[config.mk]
export PLATFORM = sky130hd
export DESIGN_NAME = otp_ctrl
export DESIGN_NICKNAME = d
export VERILOG_FILES = /design/src/rtl/otp_ctrl.sv
export SDC_FILE = /design/constraint.sdc
export NUM_CORES = 1
export LEC_CHECK = 0
export BUFFER_PORTS_ARGS = -buffer_cell sky130_fd_sc_hd__buf_4
export CORE_UTILIZATION = 63
export DETAILED_ROUTE_END_ITERATION = 8
export PLACE_DENSITY = 0.81
export SYNTH_ARGS = -nofsm -noshare
export SYNTH_HDL_FRONTEND = slang
export SYNTH_SLANG_ARGS = --single-unit
[constraint.sdc]
create_clock -name clk -period 9.4 [get_ports clk]
set_input_delay 1.41 -clock clk [delete_from_list [all_inputs] [get_ports clk]]
set_output_delay 1.41 -clock clk [all_outputs]
set_load 0.05 [all_outputs]
[src/rtl/otp_ctrl.sv]
module otp_ctrl #(
  parameter int ROWS         = 8,
  parameter int ROW_WORDS    = 2,
  parameter int READ_CYCLES  = 3,
  parameter int CTRL_CYCLES  = 2,
  parameter int PROG_BASE    = 4,
  parameter int PROG_PER_BIT = 2
) (
  input  logic        clk,
  input  logic        rst_n,
  input  logic        bus_wr,
  input  logic [7:0]  bus_addr,
  input  logic [31:0] bus_wdata,
  output logic [31:0] bus_rdata
);
  localparam int ROW_W   = 32 * ROW_WORDS;
  localparam int IDX_W   = (ROWS > 1) ? $clog2(ROWS) : 1;
  localparam int MAX_DUR = PROG_BASE + PROG_PER_BIT * ROW_W + READ_CYCLES + CTRL_CYCLES;
  localparam int CNT_W   = $clog2(MAX_DUR + 1);

  localparam logic [7:0] A_MODE = 8'h00, A_CMD = 8'h04, A_START = 8'h08, A_STAT = 8'h0C;
  localparam logic [7:0] A_RD0 = 8'h10, A_ADDR = 8'h28, A_WD0 = 8'h2C, A_RD1 = 8'h5C, A_WD1 = 8'h64;
  localparam logic [5:0] C_READ = 6'h00, C_UNLOCK = 6'h02, C_LOCK = 6'h03, C_PROG = 6'h08;

  logic             mode_q, start_q, done_q, ok_q, busy_q, unlocked_q;
  logic [5:0]       cmd_q, op_cmd;
  logic [15:0]      addr_q;
  logic [ROW_W-1:0] wdata_q, rdata_q, op_data;
  logic [IDX_W-1:0] op_idx;
  logic [CNT_W-1:0] cnt_q;
  logic [1:0]       step_q;
  logic [ROW_W-1:0] fuse_q [ROWS];

  function automatic logic [31:0] key_at(input logic [1:0] s);
    case (s)
      2'd0:    return 32'hF;
      2'd1:    return 32'h4;
      2'd2:    return 32'h8;
      default: return 32'hD;
    endcase
  endfunction

  function automatic logic [CNT_W-1:0] dur_of(input logic [5:0] c, input logic [ROW_W-1:0] d);
    int n;
    if (c == C_PROG)      n = PROG_BASE + PROG_PER_BIT * $countones(d);
    else if (c == C_READ) n = READ_CYCLES;
    else                  n = CTRL_CYCLES;
    return CNT_W'(n - 1);
  endfunction

  wire wr_start = bus_wr && (bus_addr == A_START);
  wire launch   = wr_start && bus_wdata[0] && !start_q && mode_q && !busy_q && !done_q;
  wire finish   = busy_q && (cnt_q == '0);
  wire key_hit  = (op_data[31:0] == key_at(step_q));
  wire burn     = finish && (op_cmd == C_PROG) && unlocked_q;

  always_ff @(posedge clk or negedge rst_n) begin
    if (!rst_n) begin
      mode_q     <= 1'b0;
      start_q    <= 1'b0;
      done_q     <= 1'b0;
      ok_q       <= 1'b0;
      busy_q     <= 1'b0;
      unlocked_q <= 1'b0;
      cmd_q      <= '0;
      op_cmd     <= '0;
      addr_q     <= '0;
      wdata_q    <= '0;
      rdata_q    <= '0;
      op_data    <= '0;
      op_idx     <= '0;
      cnt_q      <= '0;
      step_q     <= '0;
    end else begin
      if (bus_wr) begin
        case (bus_addr)
          A_MODE:  mode_q         <= bus_wdata[0];
          A_CMD:   cmd_q          <= bus_wdata[5:0];
          A_START: start_q        <= bus_wdata[0];
          A_ADDR:  addr_q         <= bus_wdata[15:0];
          A_WD0:   wdata_q[31:0]  <= bus_wdata;
          default: ;
        endcase
        if (ROW_WORDS == 2 && bus_addr == A_WD1) wdata_q[ROW_W-1 -: 32] <= bus_wdata;
      end
      if (wr_start && !bus_wdata[0]) done_q <= 1'b0;

      if (launch) begin
        busy_q  <= 1'b1;
        cnt_q   <= dur_of(cmd_q, wdata_q);
        op_cmd  <= cmd_q;
        op_idx  <= addr_q[IDX_W-1:0];
        op_data <= wdata_q;
      end else if (busy_q) begin
        if (cnt_q == '0) begin
          busy_q <= 1'b0;
          done_q <= 1'b1;
          case (op_cmd)
            C_READ: begin
              rdata_q <= fuse_q[op_idx];
              step_q  <= '0;
            end
            C_UNLOCK: begin
              if (!key_hit) begin
                step_q     <= '0;
                unlocked_q <= 1'b0;
                ok_q       <= 1'b0;
              end else if (step_q == 2'd3) begin
                step_q     <= '0;
                unlocked_q <= 1'b1;
                ok_q       <= 1'b1;
              end else begin
                step_q <= step_q + 2'd1;
                ok_q   <= 1'b0;
              end
            end
            C_LOCK: begin
              unlocked_q <= 1'b0;
              step_q     <= '0;
              ok_q       <= 1'b1;
            end
            C_PROG: begin
              ok_q   <= unlocked_q;
              step_q <= '0;
            end
            default: step_q <= '0;
          endcase
        end else begin
          cnt_q <= cnt_q - 1'b1;
        end
      end
    end
  end

  always_ff @(posedge clk or negedge rst_n) begin
    if (!rst_n) begin
      for (int i = 0; i < ROWS; i++) fuse_q[i] <= '0;
    end else if (burn) begin
      fuse_q[op_idx] <= fuse_q[op_idx] | op_data;
    end
  end

  always_comb begin
    bus_rdata = '0;
    case (bus_addr)
      A_MODE:  bus_rdata = {31'b0, mode_q};
      A_CMD:   bus_rdata = {26'b0, cmd_q};
      A_START: bus_rdata = {31'b0, start_q};
      A_STAT:  bus_rdata = {29'b0, ok_q, done_q, 1'b0};
      A_ADDR:  bus_rdata = {16'b0, addr_q};
      A_RD0:   bus_rdata = rdata_q[31:0];
      default: ;
    endcase
    if (ROW_WORDS == 2 && bus_addr == A_RD1) bus_rdata = rdata_q[ROW_W-1 -: 32];
  end

  AST_DONE_IDLE:  assert property (@(posedge clk) disable iff (!rst_n) done_q |-> !busy_q);
  AST_START_HELD: assert property (@(posedge clk) disable iff (!rst_n) $rose(busy_q) |-> start_q);
  AST_MODE_GATE:  assert property (@(posedge clk) disable iff (!rst_n) (!mode_q && !busy_q) |=> !busy_q);
  AST_UNLOCK_OK:  assert property (@(posedge clk) disable iff (!rst_n) $rose(unlocked_q) |-> ok_q);

  for (genvar g = 0; g < ROWS; g++) begin : g_fuse_chk
    AST_FUSE_ONE_WAY: assert property (@(posedge clk) disable iff (!rst_n)
      (fuse_q[g] & $past(fuse_q[g])) == $past(fuse_q[g]));
    AST_FUSE_LOCKED: assert property (@(posedge clk) disable iff (!rst_n)
      !$past(unlocked_q) |-> $stable(fuse_q[g]));
  end
endmodule

==> metrics.yaml <==
placed_design:
  numPortBuffers: 74
  dpl.hpwl_mm: 57.6
  gp_congestion: 0.926
power_and_ir_drop:
  vdd_drop_max_v: 0.00170
  power_density_nw_per_um2: 301
  pwr-share-seq_pct: 29.4
  internal_power_w: 0.00723
  switchingPower_w: 0.00390
  comb_power_share_pct: 43.9
  switching_share_pct: 35.0
  clkPwrFrac_pct: 26.7
  power_leakage_nw: 17.8
  power_w: 0.0111
layout:
  final_cell_mix: "dfrtp_1, nor2_1, a21oi_1"
  fillers: 3714
  final_common_cell: "dfrtp_1"
  ff_latch_area_um2: 18800
  drive_above_1_share_pct: 13.8
  syn2layout_area_growth_pct: 9.42
  layout.nets: 3306
  multi_input_area_um2: 13500
clock_network:
  cts_tree: "done"
  htree_num_levels: 3
  clock_latency_ps: 620
  clock_path_buffers: 3
  cts_setup_buffers: 0
  cts.clk_slew.worst_paths_ps: 60
  cts_sinks: 751
  cts.hold.buffers_added: 0
  cts-buffers-inserted: 76
  post_cts_resized: 0
  clockRootBuffer: "clkbuf_16"
timing:
  slew_violations: 0
  hold_viol_final: 0
  fmax_mhz: 137
  fin_skew_ps: 19.8
  finalSetupViolCount: 0
  worst_pin_slew_ps: 1240
  finalCritPeriodShare_pct: 77.6
  setup_tns_ps: 0
  rsz0062_at_grt: "no"
  slew_headroom_pct: 17.1
  min_period_ps: 7290
  whs_ps: 480
grt:
  grt_usage_pct: 35.1
  antenna_found_initial: 2
  grt_pass1_wl_mm: 145
  grt_start_max_net_pins: 198
  grt_pass1_vias: 25900
  gr-total-overflow: 0
floorplan:
  dieWidth_um: 234
  row_count: 84
  start_util_pct: 64.1
  ioPinCount: 75
  fp.coreArea_um2: 52800
  dieHeight_um: 234
  die_area_um2: 54600
critical_path:
  cp_top_family: "adder cells"
  crit_path_cell_trace: "inv_1 -> fa_1 -> fa_1 -> inv_1 -> fa_1 -> inv_1 -> fa_1 -> fa_1 -> fa_1 -> fa_1 -> fa_1 -> inv_1 -> ha_1 -> inv_1 -> fa_1 -> xnor2_1 -> ha_1 -> o21ai_0 -> nor2_1 -> mux2_2 -> or3_1 -> and3_1 -> o31ai_1"
  crit_type: "flip-flop to flip-flop"
  crit_fanout: 4
  path_common_cell: "fa_1"
  worst_setup_path_start_kind: "flip-flop"
  path_buf_inv: 5
  critPathSlowestCell: "fa_1"
  critPathMaxStageDelay_ps: 530
  end_kind: "flip-flop"
  crit_required_ps: 9930
  cp.arrival_ps: 7820
yosys:
  ys_seq_elements: 751
  syn_inst: 3217
  async_flop_share_pct: 100
  synth_top_area_share_pct: 55.6
  synth_area_um2: 33800
  syn_avg_cell_area_um2: 10.5
  synth_ff_type: "dfrtp_1"
  ys_warn_count: 0
  synth_nets: 3335
  yosysUniqueCellTypes: 63
  synth_area_leaders: "dfrtp_1, a21oi_1, nor2_1"
  synth-edff-count: 0
  synth_area_leader_cell: "dfrtp_1"
  ys_seq_area_share_pct: 55.6
status:
  violations: "design-rule violations"
  outcome: "finished with violations"
routing:
  drtPass1Iterations: 9
  wirelength_mm: 91.4
  drcViolationCount: 12
  drt_iter0_markers: 2856
  vias: 25200
  drt-vias-per-instance: 6.41
  ant_nets: 0
  wl_per_cell_um: 23.2
job:
  drv_cap: 0
min_path:
  hp-class: "flip-flop to flip-flop"
state kept, by name (all words and copies together) (netlist names):
register	flops
busy_q	1
op_idx	3
start_q	1
ok_q	1
unlocked_q	1
done_q	1
step_q	2
addr_q	16
cmd_q	6
rdata_q	64
cnt_q	8
op_cmd	6
wdata_q	64
op_data	64
fuse_q	512
mode_q	1
power by group through the flow:
stage,logic (W),registers (W),clock network [W]
final,0.00488,0.00327,0.00297
after floorplan,0.00395,0.00333,0
after CTS,0.00484,0.00327,0.00300
after detailed placement,0.00480,0.00333,0
after global routing,0.00546,0.00327,0.00313
after global placement,0.00459,0.00333,0
area by class of cell:
type                       count  area share [%]
antenna                        1         0.00677
clock buffer                 109            5.86
clock inverter                27           0.714
inverter                     117            1.19
multi-input combinational   2129            36.6
sequential                   751            50.9
tap                          688            2.33
timing repair buffer         113            2.42
tightest hold or removal path, stage by stage, from the launching register on:
cell	delay [ps]
dfrtp_1	340
nand2_1	40
o21ai_0	60
synth_stat cells (all sizes together), types with 8 or more instances:
library cell and count:
dfrtp 751, nor2 607, a21oi 527, nand2 250, buf 170, o21ai 141
mux2 140, inv 115, mux2i 56, fa 54, mux4 54, clkbuf 50
a221oi 48, a22oi 29, nor3 24, ha 21, a22o 20, o22ai 19
nor2b 14, nor4 14, a222oi 13, o221ai 12, xnor2 10, nand3 8
xor2 8
layer usage:
metal	global-route usage (%)	wire (um)
met1	48.7	36100
met2	54.3	42700
met3	7.50	9150
met4	14.2	3360
met5	0	23
path summary, 6_finish.rpt:
path | cells past startpoint | slack, ps | from | endpoint
worst max-delay path | 23 | 2110 | wdata_q[61] | cnt_q[6]
worst min register to register | 2 | 480 | rdata_q[26] | rdata_q[26]
worst min-delay path | 2 | 480 | rdata_q[26] | rdata_q[26]
min in group asynchronous | 1 | 880 | rst_n | fuse_q[273]
max in group asynchronous | 2 | 6840 | rst_n | op_idx[0]
worst max register to register | 23 | 2110 | wdata_q[61] | cnt_q[6]
logic make-up after synthesis:
group / count (synthesis) / share of synthesized area [%]
adders and majority gates: 75 / 3.98
and+or+nand+nor: 949 / 11.3
DFF: 751 / 55.6
AOI/OAI and AO/OA: 836 / 14.1
muxes: 250 / 9.93
buffers and inverters: 337 / 4.60
xor gates and xnor gates: 19 / 0.533
metrics by stage:
step                      instance area (um^2)  utilization, %  std cells  setup slack, ps
after floorplan                          33800               -       3217             2680
after global placement                   34500            65.5       3798             2320
after detailed placement                 34500            65.5       3798             2210
after CTS                                37000            70.1       3934             2150
after global routing                     37000            70.1       3934             1770
final                                    37000            70.1       3935             2110
No activity file was read; power rests on OpenSTA's default activity.
